### config.mk
export PLATFORM = sky130hd
export DESIGN_NAME = otp_prog_ctrl
export DESIGN_NICKNAME = d
export VERILOG_FILES = /design/src/rtl/otp_prog_ctrl.sv
export SDC_FILE = /design/constraint.sdc
export NUM_CORES = 2
export LEC_CHECK = 0
export BUFFER_PORTS_ARGS = -buffer_cell sky130_fd_sc_hd__buf_2
export CAP_MARGIN = 20
export CORE_ASPECT_RATIO = 1.75
export CORE_MARGIN = 2
export CORE_UTILIZATION = 50
export CTS_BUF_LIST = sky130_fd_sc_hd__clkbuf_8 sky130_fd_sc_hd__clkbuf_16
export DETAILED_ROUTE_END_ITERATION = 16
export PLACE_DENSITY = 0.61
export RECOVER_POWER = 100
export SLEW_MARGIN = 30
export SYNTH_ARGS = -nofsm -noshare
export SYNTH_HDL_FRONTEND = slang
export SYNTH_SLANG_ARGS = --single-unit
### constraint.sdc
create_clock -name clk -period 4.66 [get_ports clk]
set_clock_uncertainty 0.15 [all_clocks]
set_input_delay 0.233 -clock clk [delete_from_list [all_inputs] [get_ports clk]]
set_output_delay 0.233 -clock clk [all_outputs]
set_load 0.1 [all_outputs]
### src/rtl/otp_prog_ctrl.sv
module otp_prog_ctrl #(
  parameter int ADDR_W = 8,
  parameter int DATA_W = 8,
  parameter int TBL_AW = 5,
  parameter int PULSES = 25,
  parameter logic [ADDR_W-1:0] SIG_ADDR = 'h30,
  parameter logic [DATA_W-1:0] SIG_MFR = 'h15,
  parameter logic [DATA_W-1:0] SIG_DEV = 'h97
) (
  input  logic              clk,
  input  logic              por_n,
  input  logic              psen_pin,
  input  logic              rst_pin,
  input  logic [3:0]        mode_sel,
  input  logic [ADDR_W-1:0] addr,
  input  logic [DATA_W-1:0] din,
  input  logic              prog_n,
  input  logic              vpp_ok,
  output logic [DATA_W-1:0] dout
);
  localparam int DEPTH = 1 << ADDR_W;
  localparam int TBL_N = 1 << TBL_AW;
  localparam int CW = $clog2(PULSES + 1);
  localparam logic [3:0] MD_SIG  = 4'b0000;
  localparam logic [3:0] MD_VFY  = 4'b0011;
  localparam logic [3:0] MD_CODE = 4'b1011;
  localparam logic [3:0] MD_TBL  = 4'b1010;
  localparam logic [3:0] MD_SEC1 = 4'b1111;
  localparam logic [3:0] MD_SEC2 = 4'b1100;
  localparam logic [DATA_W-1:0] RELEASED = '1;

  logic armed, pmode, prog_q, tbl_set, sec1, sec2;
  logic [3:0] mode_q;
  logic [CW-1:0] cnt;
  logic [DATA_W-1:0] mem [DEPTH];
  logic [DATA_W-1:0] tbl [TBL_N];
  logic wr_mode, rise, burst_ok, fire, locked;
  logic [TBL_AW-1:0] key_idx;
  logic [DATA_W-1:0] vfy_byte, sig_byte;

  assign wr_mode  = (mode_sel == MD_CODE) || (mode_sel == MD_TBL) ||
                    (mode_sel == MD_SEC1) || (mode_sel == MD_SEC2);
  assign rise     = ~prog_q & prog_n;
  assign burst_ok = pmode & vpp_ok & wr_mode & (mode_sel == mode_q);
  assign fire     = burst_ok & rise & (cnt == CW'(PULSES - 1));
  assign locked   = sec1 | sec2;
  assign key_idx  = addr[TBL_AW-1:0];

  always_ff @(posedge clk) begin
    if (!por_n) begin
      armed <= psen_pin;
      pmode <= 1'b0;
    end else if (armed && rst_pin && !psen_pin) begin
      pmode <= 1'b1;
    end
  end

  always_ff @(posedge clk) begin
    if (!por_n) begin
      prog_q <= 1'b1;
      mode_q <= MD_SIG;
      cnt    <= '0;
    end else begin
      prog_q <= prog_n;
      mode_q <= mode_sel;
      if (!burst_ok)
        cnt <= '0;
      else if (rise)
        cnt <= fire ? '0 : cnt + 1'b1;
    end
  end

  always_ff @(posedge clk) begin
    if (!por_n) begin
      for (int i = 0; i < DEPTH; i++) mem[i] <= RELEASED;
      for (int j = 0; j < TBL_N; j++) tbl[j] <= RELEASED;
      tbl_set <= 1'b0;
      sec1    <= 1'b0;
      sec2    <= 1'b0;
    end else if (fire) begin
      case (mode_sel)
        MD_CODE: if (!locked) mem[addr] <= mem[addr] & din;
        MD_TBL: if (!locked) begin
          tbl[key_idx] <= tbl[key_idx] & din;
          tbl_set      <= 1'b1;
        end
        MD_SEC1: sec1 <= 1'b1;
        MD_SEC2: sec2 <= 1'b1;
        default: ;
      endcase
    end
  end

  assign vfy_byte = tbl_set ? ~(mem[addr] ^ tbl[key_idx]) : mem[addr];
  assign sig_byte = (addr == SIG_ADDR) ? SIG_MFR :
                    (addr == ADDR_W'(SIG_ADDR + 1'b1)) ? SIG_DEV : RELEASED;

  always_ff @(posedge clk) begin
    if (!por_n || !pmode)
      dout <= RELEASED;
    else begin
      case (mode_sel)
        MD_VFY:  dout <= sec2 ? RELEASED : vfy_byte;
        MD_SIG:  dout <= sig_byte;
        default: dout <= RELEASED;
      endcase
    end
  end
endmodule


==> metrics.md <==
| Metric | Value |
|---|---|
| Post-synth top area cell | `edfxtp_1` |
| Crit path time final | `4490 ps` |
| Fill cells | `16.5k` |
| Final Hold Fails | `0` |
| Post-CTS setup buffers | `0` |
| Area growth syn-to-layout | `12.2%` |
| Die X | `348 um` |
| Final setup viols | `0` |
| Ys flop type | `edfxtp_1` |
| Cts bufs inserted | `206` |
| Max Slew Vio Count | `9` |
| CTS tree | `built` |
| Height of the die | `606 um` |
| Failing checks | `capacitance limit, slew limit` |
| DR iter-0 viols | `7367` |
| Mapped Cells | `7066` |
| Reg-to-Reg Start | `mem[27][7]` |
| Skew-Pair Late Insertion Delay | `880 ps` |
| Worst endpoint required time | `5080 ps` |
| Synthesized area | `0.103 mm^2` |
| Worst VDD drop | `0.348 mV` |
| GRT Util Overall | `0.301` |
| HP Class | `in2reg` |
| Asr flop ratio synth | `0` |
| Starting Density | `0.504` |
| Crit-path max FO | `14` |
| Sequential fraction of the synthesis area | `0.674` |
| Pre-antenna DRT Iters | `7` |
| CP endpoint kind | `flip-flop` |
| Worst Hold Depth | `4` |
| I/O Buffers | `33` |
| Synth unique cells | `53` |
| Remaining global-route overflow | `0` |
| Hold_sp | `addr[5]` |
| Max Clk Rate | `223 MHz` |
| CTS Buffer Depth | `4` |
| Mapped Avg Cell Area | `14.6 um^2` |
| Period utilization | `0.963` |
| Setup ws final | `173 ps` |
| WL final | `315 mm` |
| Tightest Pin Transition | `1550 ps` |
| First-pass GRT wire length | `458 mm` |
| Sink Count | `2327` |
| Reg-to-Reg End | `mem[90][7]` |
| Worst hold slack | `21.6 ps` |
| Via Count | `64.9k` |
| Core ar. | `0.205 mm^2` |
| Lkg Pwr | `0.0359 uW` |
| Largest cells by area after synthesis | `edfxtp_1 (67%), mux4_2 (14%), nand3_1 (5.0%), nand2_1 (4.9%), clkbuf_1 (1.6%)` |
| Via density | `6.41` |
| # rows | `220` |
| WP data arrival | `4910 ps` |
| Post-route ant nets | `0` |
| Clock transition at path regs | `70 ps` |
| Outcome | `finished, violations left` |
| Layout cells sized above 1 | `0.195` |
| Power per cell area | `397 mW/mm^2` |
| R2R Setup Slk | `170 ps` |
| Initial antenna violation count | `15` |
| DRC Markers | `0` |
| Relative slew slack | `-0.0360` |
| Startpoint types | `flip-flop` |
| Root Buffer | `clkbuf_16` |
| Final #Nets | `7322` |
| WHS Endpoint | `mem[170][5]` |
| GPL Wtd Cong | `0.904` |
| Synth Register Bits | `2327` |
| Vias in the first global route | `66.3k` |
| Top cell type's share of synthesized area | `0.669` |
| Worst r2r path cells | `11` |
| RSZ-0062 raised after global routing | `false` |
| Post-synth EDFFs | `2305` |
| Routed WL per cell | `31.1 um` |
| Synth Warn # | `0` |
| Worst slack, placed | `-130 ps` |
| Die Area | `0.211 mm^2` |
| Largest net degree at the start of global routing | `160` |
| # IOs | `34` |
| Max H-tree Level | `4` |
| Critical path class | `reg2reg` |
| Detailed placer's ending HPWL | `213 mm` |
| Max cap viols | `1` |
| Syn nets | `7094` |
## Yosys cell counts (10+ instances only)
| library cell | number |
|---|---|
| a21oi_1 | 92 |
| a22oi_1 | 177 |
| buf_1 | 11 |
| buf_2 | 158 |
| buf_4 | 131 |
| buf_6 | 45 |
| clkbuf_1 | 441 |
| dfxtp_1 | 22 |
| edfxtp_1 | 2305 |
| mux2i_1 | 12 |
| mux4_2 | 636 |
| nand2_1 | 1353 |
| nand2b_1 | 19 |
| nand3_1 | 1030 |
| nor2_1 | 206 |
| nor3_1 | 10 |
| nor4_1 | 17 |
| o21ai_0 | 293 |
## where the power goes
part / total, uW / leakage, uW / switching [uW] / internal, uW
Sequential: 24200 / 0.0234 / 275 / 24000
Clock: 17400 / 0.00342 / 7690 / 9670
Combinational: 4490 / 0.00901 / 2880 / 1610
## critical path, stage by stage (launching register included)
cell	delay [ps]
edfxtp_1	380
mux4_2	500
a22oi_1	500
a21oi_1	260
o41ai_1	800
clkbuf_1	380
nand4_1	150
clkbuf_1	210
nand2_1	280
buf_12	230
buf_4	220
nand3_1	100
## per-stage QoR
| step | utilization | area (um^2) | instances | setup TNS [ps] | power [uW] |
|---|---|---|---|---|---|
| 2_1_floorplan | - | 103000 | 7066 | 0 | 27200 |
| 3_3_place_gp | 0.538 | 110000 | 9723 | -14470 | 29200 |
| 3_5_place_dp | 0.538 | 110000 | 9723 | -15100 | 29300 |
| 4_1_cts | 0.572 | 117000 | 10115 | 0 | 46400 |
| 5_1_grt | 0.565 | 116000 | 10118 | 0 | 47200 |
| 6_report | 0.565 | 116000 | 10126 | 0 | 46100 |
## cell usage in the layout (no fill, tap or decap), types with 11 or more instances in the layout
cell,synthesis,routed
diode_2,0,11
inv_1,8,39
mux2i_1,12,12
clkinv_1,0,37
clkinv_2,0,38
buf_4,131,311
dlygate4sd3_1,0,27
a21oi_1,92,91
nand2_1,1353,1347
o21ai_0,293,295
mux4_2,636,636
edfxtp_1,2305,2305
nor2_1,206,183
nand3_1,1030,1030
clkbuf_2,0,20
nor4_1,17,14
dfxtp_1,22,22
clkbuf_1,441,309
clkbuf_16,0,211
nand2b_1,19,17
buf_2,158,20
a22oi_1,177,177
nor2_4,0,22
buf_12,0,109
bufinv_16,0,24
## area by class of cell
type	instances	area [um^2]	area share
Antenna cell	11	27.5	0.000237
Clock buffer	221	5420	0.0467
Multi-Input combinational cell	3945	30000	0.259
Sequential cell	2327	69700	0.601
Timing Repair Buffer	806	6250	0.0539
Tap cell	2664	3330	0.0287
Clock inverter	144	1280	0.0110
Inverter	8	35.0	0.000302
## logic make-up after synthesis
kind of cell / count (synthesis) / synth area share
compound gates: 599 / 0.0343
xor+xnor: 6 / 0.000508
fa+ha+maj: 2 / 0.000242
buf+inv: 794 / 0.0388
flops: 2327 / 0.674
mux: 650 / 0.140
simple gates: 2688 / 0.113
## routing by layer
layer	vias to the layer above	part of all wire	global-route usage
met3	800	0.078	0.0408
met5	-	0.00016	0
met4	8	0.073	0.189
met1	33478	0.33	0.347
li1	27373	-	-
met2	3250	0.52	0.528
## sequential cells by signal, indices dropped and copies added, names as in the netlist
register  flops
tbl         256
mode_q        4
sec2          1
pmode         1
sec1          1
tbl_set       1
dout          8
mem        2048
cnt           5
armed         1
prog_q        1
## repair_timing
item / CTS / global route
gates resized for setup: 0 / 0
endpoints found under the hold margin: 1336 / 0
hold buffers: 27 / 0
## how the worst max path moves through the flow
stage | from | to | slack, ps | cells after the start
2_1_floorplan | addr[0] | mem[108][0] | 1100 | 11
3_3_place_gp | addr[0] | mem[155][7] | -130 | 15
3_5_place_dp | addr[0] | mem[142][7] | -130 | 14
4_1_cts | mem[11][7] | mem[130][7] | 590 | 11
5_1_grt | cnt[0] | mem[87][7] | 260 | 12
6_report | mem[27][7] | mem[90][7] | 170 | 11
Note: power is estimated with default switching activity, not from simulation.
